<file path="src/rtl/usb_in_pkg.sv">
package usb_in_pkg;

  typedef enum logic [2:0] {
    RSP_DATA  = 3'd0,
    RSP_NAK   = 3'd1,
    RSP_STALL = 3'd2,
    RSP_TMO   = 3'd3,
    RSP_CRC   = 3'd4,
    RSP_STUFF = 3'd5
  } rsp_e;

  typedef enum logic {ST_IDLE, ST_WAIT} seq_st_e;

  // packet shorter than the programmed payload ends an open-ended run
  function automatic logic is_short(logic [15:0] len, logic [15:0] maxp);
    return len < maxp;
  endfunction

  // a nonzero limit is reached when the next count equals it
  function automatic logic limit_reached(logic [15:0] cnt_next, logic [15:0] lim);
    return (lim != 16'd0) && (cnt_next == lim);
  endfunction

  // a bus-level error outcome (anything other than data, NAK, STALL)
  function automatic logic is_bus_err(logic [2:0] code);
    return code >= 3'd3;
  endfunction

endpackage

</file>
<file path="src/rtl/ep_retry_ctl.sv">
module ep_retry_ctl #(
  parameter int NAKL_W    = 8,
  parameter int ERR_TRIES = 3
) (
  input  logic              clk,
  input  logic              rst_n,
  input  logic              clr,
  input  logic              nak_ev,
  input  logic              err_ev,
  input  logic [NAKL_W-1:0] nak_limit,
  output logic              nak_hit,
  output logic              err_hit
);
  import usb_in_pkg::*;

  localparam int ERR_W = $clog2(ERR_TRIES + 1);

  logic [NAKL_W-1:0] nak_cnt;
  logic [NAKL_W-1:0] nak_inc;
  logic [ERR_W-1:0]  err_cnt;

  assign nak_inc = (&nak_cnt) ? nak_cnt : nak_cnt + 1'b1;
  assign nak_hit = nak_ev && limit_reached(16'(nak_inc), 16'(nak_limit));
  assign err_hit = err_ev && (err_cnt == ERR_W'(ERR_TRIES - 1));

  always_ff @(posedge clk) begin
    if (!rst_n) begin
      nak_cnt <= '0;
      err_cnt <= '0;
    end else if (clr) begin
      nak_cnt <= '0;
      err_cnt <= '0;
    end else begin
      if (nak_ev) nak_cnt <= nak_hit ? '0 : nak_inc;
      if (err_ev) err_cnt <= err_hit ? '0 : err_cnt + 1'b1;
    end
  end
endmodule

</file>
<file path="src/rtl/ep_pkt_budget.sv">
module ep_pkt_budget #(
  parameter int CNT_W = 8
) (
  input  logic             clk,
  input  logic             rst_n,
  input  logic             arm,
  input  logic             short_ev,
  input  logic             autoreq_wr,
  input  logic             autoreq_val,
  input  logic             cnt_wr,
  input  logic [CNT_W-1:0] cnt_val,
  output logic [CNT_W-1:0] pkt_cnt,
  output logic             auto_req
);
  logic cnt_zero;
  logic cnt_last;

  assign cnt_zero = (pkt_cnt == '0);
  assign cnt_last = (pkt_cnt == CNT_W'(1));

  always_ff @(posedge clk) begin
    if (!rst_n) begin
      pkt_cnt  <= '0;
      auto_req <= 1'b0;
    end else begin
      if (cnt_wr)                pkt_cnt <= cnt_val;
      else if (arm && !cnt_zero) pkt_cnt <= pkt_cnt - 1'b1;

      if (autoreq_wr)                auto_req <= autoreq_val;
      else if (arm && cnt_last)      auto_req <= 1'b0;
      else if (short_ev && cnt_zero) auto_req <= 1'b0;
    end
  end
endmodule

</file>
<file path="src/rtl/ep_rx_hold.sv">
module ep_rx_hold #(
  parameter int MAXP_W = 11
) (
  input  logic              clk,
  input  logic              rst_n,
  input  logic              data_ev,
  input  logic [MAXP_W-1:0] len,
  input  logic [MAXP_W-1:0] max_pay,
  input  logic              auto_clr_en,
  input  logic              rd,
  input  logic              sw_clr,
  output logic              rx_rdy,
  output logic              rx_irq,
  output logic              ack_pulse,
  output logic              unload
);
  logic [MAXP_W-1:0] pkt_len;
  logic [MAXP_W-1:0] rd_cnt;
  logic              auto_hit;

  assign auto_hit = rx_rdy && rd && auto_clr_en && (pkt_len == max_pay)
                    && ((rd_cnt + 1'b1) == max_pay);
  assign unload   = rx_rdy && (sw_clr || auto_hit);

  always_ff @(posedge clk) begin
    if (!rst_n) begin
      rx_rdy    <= 1'b0;
      rx_irq    <= 1'b0;
      ack_pulse <= 1'b0;
      pkt_len   <= '0;
      rd_cnt    <= '0;
    end else begin
      rx_irq    <= data_ev;
      ack_pulse <= unload;
      if (data_ev) begin
        rx_rdy  <= 1'b1;
        pkt_len <= len;
        rd_cnt  <= '0;
      end else begin
        if (unload) rx_rdy <= 1'b0;
        if (rx_rdy && rd) rd_cnt <= rd_cnt + 1'b1;
      end
    end
  end
endmodule

</file>
<file path="src/rtl/usb_in_ep_seq.sv">
module usb_in_ep_seq #(
  parameter int MAXP_W    = 11,
  parameter int CNT_W     = 8,
  parameter int NAKL_W    = 8,
  parameter int ERR_TRIES = 3
) (
  input  logic              clk,
  input  logic              rst_n,
  input  logic              req_set,
  input  logic              rxrdy_clr,
  input  logic              sts_clr,
  input  logic              auto_clr_en,
  input  logic              autoreq_wr,
  input  logic              autoreq_val,
  input  logic              cnt_wr,
  input  logic [CNT_W-1:0]  cnt_val,
  input  logic [MAXP_W-1:0] max_pay,
  input  logic [NAKL_W-1:0] nak_limit,
  input  logic              fifo_rd,
  output logic              tok_req,
  input  logic              rsp_valid,
  input  logic [2:0]        rsp_code,
  input  logic [MAXP_W-1:0] rsp_len,
  output logic              ack_pulse,
  output logic              rx_irq,
  output logic              req_bit,
  output logic              rx_rdy,
  output logic              auto_req,
  output logic              stalled,
  output logic              err_flag,
  output logic              nak_to,
  output logic [CNT_W-1:0]  pkt_cnt
);
  import usb_in_pkg::*;

  seq_st_e st;

  // named internal events
  logic rsp_take;
  logic ev_data, ev_nak, ev_stall, ev_err;
  logic ev_short;
  logic sw_arm, rearm, arm;
  logic unload;
  logic nak_hit, err_hit;
  logic req_drop;

  assign tok_req  = (st == ST_IDLE) && req_bit && !rx_rdy;
  assign rsp_take = (st == ST_WAIT) && rsp_valid;
  assign ev_data  = rsp_take && (rsp_code == RSP_DATA);
  assign ev_nak   = rsp_take && (rsp_code == RSP_NAK);
  assign ev_stall = rsp_take && (rsp_code == RSP_STALL);
  assign ev_err   = rsp_take && is_bus_err(rsp_code);
  assign ev_short = ev_data && is_short(16'(rsp_len), 16'(max_pay));

  assign sw_arm   = req_set && !req_bit;
  assign rearm    = unload && auto_req;
  assign arm      = sw_arm || rearm;
  assign req_drop = ev_data || ev_stall || nak_hit || err_hit;

  ep_retry_ctl #(.NAKL_W(NAKL_W), .ERR_TRIES(ERR_TRIES)) u_retry (
    .clk(clk), .rst_n(rst_n),
    .clr(arm || ev_data),
    .nak_ev(ev_nak), .err_ev(ev_err),
    .nak_limit(nak_limit),
    .nak_hit(nak_hit), .err_hit(err_hit)
  );

  ep_pkt_budget #(.CNT_W(CNT_W)) u_budget (
    .clk(clk), .rst_n(rst_n),
    .arm(arm), .short_ev(ev_short),
    .autoreq_wr(autoreq_wr), .autoreq_val(autoreq_val),
    .cnt_wr(cnt_wr), .cnt_val(cnt_val),
    .pkt_cnt(pkt_cnt), .auto_req(auto_req)
  );

  ep_rx_hold #(.MAXP_W(MAXP_W)) u_rx (
    .clk(clk), .rst_n(rst_n),
    .data_ev(ev_data), .len(rsp_len), .max_pay(max_pay),
    .auto_clr_en(auto_clr_en), .rd(fifo_rd), .sw_clr(rxrdy_clr),
    .rx_rdy(rx_rdy), .rx_irq(rx_irq), .ack_pulse(ack_pulse),
    .unload(unload)
  );

  always_ff @(posedge clk) begin
    if (!rst_n) begin
      st       <= ST_IDLE;
      req_bit  <= 1'b0;
      stalled  <= 1'b0;
      err_flag <= 1'b0;
      nak_to   <= 1'b0;
    end else begin
      case (st)
        ST_IDLE: if (tok_req)   st <= ST_WAIT;
        ST_WAIT: if (rsp_valid) st <= ST_IDLE;
        default: st <= ST_IDLE;
      endcase

      if (req_drop) req_bit <= 1'b0;
      else if (arm) req_bit <= 1'b1;

      if (ev_stall)                stalled  <= 1'b1;
      else if (sts_clr || sw_arm)  stalled  <= 1'b0;
      if (err_hit)                 err_flag <= 1'b1;
      else if (sts_clr || sw_arm)  err_flag <= 1'b0;
      if (nak_hit)                 nak_to   <= 1'b1;
      else if (sts_clr || sw_arm)  nak_to   <= 1'b0;
    end
  end
endmodule

</file>
<file path="config.mk">
export PLATFORM = sky130hd
export DESIGN_NAME = usb_in_ep_seq
export DESIGN_NICKNAME = d
export VERILOG_FILES = /design/src/rtl/usb_in_pkg.sv /design/src/rtl/ep_retry_ctl.sv /design/src/rtl/ep_pkt_budget.sv /design/src/rtl/ep_rx_hold.sv /design/src/rtl/usb_in_ep_seq.sv
export SDC_FILE = /design/constraint.sdc
export NUM_CORES = 1
export LEC_CHECK = 0
export CAP_MARGIN = 20
export CORE_ASPECT_RATIO = 2
export CORE_MARGIN = 2
export CORE_UTILIZATION = 35
export DETAILED_ROUTE_END_ITERATION = 10
export HOLD_SLACK_MARGIN = 0.15
export PLACE_DENSITY_LB_ADDON = 0.08
export SYNTH_ARGS = -nofsm -noshare
export SYNTH_HDL_FRONTEND = slang
export SYNTH_SLANG_ARGS = --single-unit
</file>
<file path="constraint.sdc">
create_clock -name clk -period 2.8 [get_ports clk]
set_input_delay 0.56 -clock clk [delete_from_list [all_inputs] [get_ports clk]]
set_output_delay 0.56 -clock clk [all_outputs]
set_load 0.02 [all_outputs]
</file>
Yosys cells after proc, flatten, opt, wreduce, memory -nomap -nowiden
Cells that the tools add are included.
{"block": "totals", "ff_bits": 49, "inputBits": 52, "out_inout_bits": 17, "wordCells": 90}
{"block": "classes", "n_addsub": 4, "magnitude_cmp": 2, "n_eq_ne": 7, "n_mux": 17, "n_bitwise": 2, "n_reduce_logical": 44}
{"operator": "2-to-1 mux 8 bit", "count": 4}
{"operator": "equality test 11 bit", "count": 2}
{"operator": "logical AND 1 bit", "count": 21}
{"operator": "adder 11 x 1 -> 11 bit, second input constant", "count": 1}
{"operator": "less-than comparator 11 bit", "count": 1}
{"operator": "2-to-1 mux 1 bit", "count": 11}
{"operator": "nonzero test 2 bit", "count": 5}
{"operator": "adder 8 x 1 -> 8 bit, second input constant", "count": 1}
{"operator": "equality test 8 x 1 -> 1 bit, second input constant", "count": 1}
{"operator": "equality test 8 bit", "count": 1}
{"operator": "zero test 8 bit", "count": 1}
{"operator": "AND reduction 8 bit", "count": 1}
{"operator": "nonzero test 8 bit", "count": 1}
{"operator": "subtractor 8 x 1 -> 8 bit, second input constant", "count": 1}
{"operator": "logical OR 1 bit", "count": 7}
{"operator": "OR reduction 2 bit", "count": 3}
{"operator": "equality test 3 x 1 -> 1 bit, second input constant", "count": 1}
{"operator": "equality test 3 x 2 -> 1 bit, second input constant", "count": 1}
{"operator": ">= comparator 3 x 2 -> 1 bit, second input constant", "count": 1}
{"operator": "zero test 1 bit", "count": 3}
{"operator": "zero test 3 bit", "count": 1}
{"operator": "nonzero test 3 bit", "count": 1}
{"operator": "adder 2 x 1 -> 2 bit, second input constant", "count": 1}
{"operator": "equality test 2 bit, second input constant", "count": 1}
{"operator": "3 further kinds", "count": 4}

Logic depth before layout (Yosys ltp)
{"block": "logic_depth", "word_depth": 11, "depth_mapped": 10, "ltp_nobuf": 9}

Hierarchy
A second synthesis with hierarchy kept.
{"block": "hier_totals", "hier_cells": 409, "hier_area_um2": 3474.6}
{"module": "ep_rx_hold", "n_inst": 1, "cells_each": 164, "area_each_um2": 1506.4, "seq_area_each_um2": 500.5}
{"module": "ep_retry_ctl", "n_inst": 1, "cells_each": 118, "area_each_um2": 925.9, "seq_area_each_um2": 200.2}
{"module": "ep_pkt_budget", "n_inst": 1, "cells_each": 64, "area_each_um2": 543.0, "seq_area_each_um2": 180.2}
{"module": "usb_in_ep_seq", "n_inst": 1, "cells_each": 63, "area_each_um2": 499.2, "seq_area_each_um2": 100.1}

Least setup slack after synthesis
OpenSTA, ideal clock, no wires.
{"block": "synth_path", "path_type": "register to register", "from": "register u_retry.nak_cnt[0]", "to": "register u_retry.nak_cnt[5]", "setup_ps": 80, "arrival_time_ps": 2371, "required_ps": 2720, "slack_ps": 349, "path_stages_with_launch": 10, "path_buffers": 1, "period_less_slack_ps": 2451, "path_cell_list": "dfxtp_1 -> ha_1 -> and4_1 -> clkbuf_1 -> a2111oi_0 -> mux2i_1 -> xnor2_1 -> nand4_1 -> or3b_1 -> nor3b_1"}
{"block": "synth_between", "elab_chain_len": 6, "word_cells_on_any_way": 7, "classes_between": "add/sub (1); eq/ne (1); mux (2); reduce/logical (3)"}
{"element": "from (decl)", "line_no": "ep_retry_ctl.sv:18", "source": "logic [NAKL_W-1:0] nak_cnt;"}
{"element": "from (signal assigned)", "line_no": "ep_retry_ctl.sv:34", "source": "if (nak_ev) nak_cnt <= nak_hit ? '0 : nak_inc;"}
{"element": "adder 8 x 1 -> 8 bit / AND reduction 8 bit (equally long branches)", "line_no": "ep_retry_ctl.sv:22", "source": "assign nak_inc = (&nak_cnt) ? nak_cnt : nak_cnt + 1'b1;"}
{"element": "2-to-1 mux 8 bit *", "line_no": "ep_retry_ctl.sv:22"}
{"element": "equality test 8 bit", "line_no": "usb_in_pkg.sv:21", "source": "return (lim != 16'd0) && (cnt_next == lim);"}
{"element": "logical AND 1 bit", "line_no": "usb_in_pkg.sv:21"}
{"element": "logical AND 1 bit", "line_no": "ep_retry_ctl.sv:23", "source": "assign nak_hit = nak_ev && limit_reached(16'(nak_inc), 16'(nak_limit));"}
{"element": "2-to-1 mux 8 bit *", "line_no": "ep_retry_ctl.sv:34"}
Mark *: on every way between the ends. The rest lies on a longest branch, timed or not.
A chain may end at the register's enable or synchronous reset.

Worst setup path after layout
{"block": "layout_path", "from": "input max_pay[5]", "to": "register u_retry.nak_cnt[5]"}
{"block": "layout_between", "elab_chain_len": 9, "word_cells_on_any_way": 10, "classes_between": "eq/ne (2); reduce/logical (8)"}
{"element": "from (decl)", "line_no": "usb_in_ep_seq.sv:17", "source": "input logic [MAXP_W-1:0] max_pay,"}
{"element": "equality test 11 bit", "line_no": "ep_rx_hold.sv:21", "source": "assign auto_hit = rx_rdy && rd && auto_clr_en && (pkt_len == max_pay)"}
{"element": "logical AND 1 bit", "line_no": "ep_rx_hold.sv:21"}
{"element": "logical AND 1 bit *", "line_no": "ep_rx_hold.sv:22", "source": "&& ((rd_cnt + 1'b1) == max_pay);"}
{"element": "logical OR 1 bit *", "line_no": "ep_rx_hold.sv:23", "source": "assign unload = rx_rdy && (sw_clr || auto_hit);"}
{"element": "logical AND 1 bit *", "line_no": "ep_rx_hold.sv:23"}
{"element": "logical AND 1 bit *", "line_no": "usb_in_ep_seq.sv:56", "source": "assign rearm = unload && auto_req;"}
{"element": "logical OR 1 bit *", "line_no": "usb_in_ep_seq.sv:57", "source": "assign arm = sw_arm || rearm;"}
{"element": "logical OR 1 bit *", "line_no": "usb_in_ep_seq.sv:62", "source": ".clr(arm || ev_data),"}
{"element": "OR reduction 2 bit (no line) *"}
Marked as above.

==> reports/metrics.cfg <==
[critical_path]
worst-path-max-fanout=3
crit_chain=clkdlybuf4s50_1 -> xor2_1 -> or3_1 -> nand4b_1 -> a2111oi_4 -> a21o_2 -> a31o_4 -> buf_4 -> or3b_4 -> nor3b_2
worst_setup_path_start_kind=input port
crit_path_end_kind=flop
cpMaxStageDelayCell=clkdlybuf4s50_1
cpPeakStageDelay_ns=0.44
r2r_slack_ns=0.20
cp.required_ns=3.02
worstPathArrival_ns=2.89
worstReg2RegEnd=u_budget.auto_req
path_class=input port to flop
timing.rr.start=u_rx.rd_cnt[4]
reg2regPathDepth=8

[route]
post_drt_wl_per_cell_um=16.69
drt_iter0_markers=109
final_antenna_net_count=0
first_pass_iters=4
avgViaCountPerCell=5.492
vias=3361
drcViolationCount=0
wl_um=10210

[final_layout]
drive_gt1_share_pct=16.93
area_growth_pct=38.60
nets=576
stdcell_area_um2=4578
diodes=0
stdcell_count=612

[floorplan]
die_h_um=141.4
std_cell_rows=50
io_pins=69
die_w_um=72.70
dieArea_um2=10280
core-area_um2=9259
initial_core_util_pct=35.68

[synthesis]
synthCells=406
netlist_top_cells_area=dfxtp_1, xnor2_1, ha_1, a21oi_1, nand2_1
yosysWarnings=0
synth_nets=474
postSynthRegisterBits=49
ys_types=74
synth_top_area_cell=dfxtp_1
syn_area_um2=3303
ys.flop_type=dfxtp_1
yosysSeqAreaShare_pct=29.70
yosys.area.top_type_share_pct=29.70
syn_avg_cell_area_um2=8.136
async_reset_ff_share_pct=0
synth_edf_count=0

[power_and_ir_drop]
power_uw=1696
pwr_density_cell_nw_per_um2=370.5
ir_drop_v=0.0002515
p_leak_uw=0.001737

[place]
dp_cells=604
place_hpwl_um=8367
io_buffer_count=68
postPlaceCellArea_um2=4334
place.gp.congestion=0.9291

[grt]
grt_pass1_wl_um=16210
grt_max_degree=15
track_usage_pct=20.49
grt_antenna_before_repair=0
grt_pass1_vias=3398
grt.overflow.total=0

[min_path]
min_to=nak_to
whs_path_depth=2
hold_class=flop to flop
holdCritStartpoint=nak_to

[cts]
h-tree-depth=2
cts_tree=built
cts.path.max_buffers=2
clock_latency_ns=0.29
cts_num_sinks=49
cts_root_buf=clkbuf_16
clk_pin_slew_worst_paths_ns=0.06
cts_hold_buf=0
cts_buffers=5

[sta]
max-slew-margin-rel_pct=32.40
rsz0062_at_grt=false
fin_setup_tns_ns=0
worst_slew_pin_slew_ns=1.003
drv_slew=0
fin_crit_ns=2.671
holdWs_ns=0.4612
post-route-period-util_pct=95.38
max_freq_mhz=374.5
finalHoldViolations=0
setup_viol=0
clock_skew_ns=0.005737

[run]
drv_cap=0

[run_status]
status=finished, final reports clean

[synth_stat cells, types with 3 or more instances]
| library cell | instances |
|---|---|
| a21o_1 | 4 |
| a31oi_1 | 5 |
| nor2_1 | 34 |
| xnor2_1 | 26 |
| a21oi_1 | 37 |
| a21boi_0 | 3 |
| nand4_1 | 6 |
| and3_1 | 5 |
| or3_1 | 9 |
| xor2_1 | 13 |
| nand2_1 | 38 |
| a211oi_1 | 5 |
| clkbuf_1 | 7 |
| o21ai_0 | 14 |
| inv_1 | 18 |
| nor3_1 | 13 |
| mux2i_1 | 4 |
| nor4_1 | 5 |
| dfxtp_1 | 49 |
| ha_1 | 16 |
| and4_1 | 3 |
| buf_2 | 3 |
| nand2b_1 | 4 |
| nand3_1 | 17 |
| a22oi_1 | 4 |
| nand3b_1 | 5 |
[cell families (layout without fill, tap and decap cells)]
family	count (synthesis)	count (layout)	synth area share, %
compound gates	96	96	19.74
xor+xnor	39	39	10.34
buf+inv	35	137	5.227
mux	5	5	1.553
flops	49	49	29.70
simple gates	166	166	27.39
fa+ha+maj	16	16	6.061
[how the worst max path moves through the flow]
| stage | startpoint | end | cells past startpoint |
|---|---|---|---|
| floorplan | u_retry.nak_cnt[0] | u_retry.nak_cnt[5] | 9 |
| global placement | max_pay[0] | u_retry.nak_cnt[7] | 9 |
| detailed placement | max_pay[8] | u_retry.nak_cnt[5] | 10 |
| CTS | max_pay[8] | u_retry.nak_cnt[5] | 10 |
| global route | nak_limit[2] | u_retry.nak_cnt[5] | 10 |
| finish | max_pay[5] | u_retry.nak_cnt[5] | 10 |
[worst max-delay path: cells and delay by family]
kind                      cells  cell delay (ns)
xor gates and xnor gates      1             0.16
buffers and inverters         2             0.57
AOI/OAI and AO/OA             3             0.55
and+or+nand+nor               4             1.05
[layout make-up]
type	instances	area, um^2
fillers	956	4681
multi-input cells	322	2243
inverters	19	71.32
flip-flops and latches	49	982.2
repair buffers	111	1008
clock buffers	7	142.6
well taps	104	130.1
[stage by stage]
stage / worst slack, ns / utilization (%)
6_report: 0.1294 / 49.45
2_1_floorplan: 0.3490 / -
3_5_place_dp: -0.4124 / 46.81
4_1_cts: 0.007813 / 48.53
5_1_grt: 0.007283 / 49.45
3_3_place_gp: -0.3329 / 46.81
[placed cells by master (no fill, tap or decap), drive strengths merged, types with 4 or more instances in the layout]
cell and n:
a21o 6, ha 16, nand2b 4, xor2 13
nor2 35, or3 9, o21ai 14, nor3 13
nand3b 5, xnor2 26, nand2 39, a21oi 37
mux2i 4, a22oi 4, and3 7, nand3 19
nor4 5, a31oi 5, inv 18, clkdlybuf4s50 66
dfxtp 49, nand4 7, buf 43, a211oi 5
and4 4, clkbuf 7
[report_power, final]
part / internal [uW] / switching (uW) / total, uW / leakage (uW)
Combinational: 186 / 159 / 345 / 0.00127
Sequential: 712 / 19.6 / 732 / 0.000398
Clock: 352 / 267 / 619 / 0.0000700
[what timing repair did]
action | CTS | global route
pin swaps | 0 | 11
cloned | 0 | 0
buffers inserted | 0 | 1
setup endpoints to repair | 7 | 11
resized for setup | 3 | 17
[registers in the layout (all words and copies together) (netlist names)]
name	flops
u_rx.ack_pulse	1
u_rx.pkt_len	11
u_rx.rx_irq	1
u_retry.nak_cnt	8
u_rx.rd_cnt	11
stalled	1
req_bit	1
u_retry.err_cnt	2
st	1
u_rx.rx_rdy	1
u_budget.pkt_cnt	8
nak_to	1
err_flag	1
u_budget.auto_req	1
[routing by layer]
layer | GRT usage [%] | share of wire, %
met1 | 18.12 | 33
met2 | 42.30 | 61
met3 | 2.912 | 2.5
met4 | 9.259 | 3.4
met5 | 0 | 0
Power figures use the tool's default switching activity.
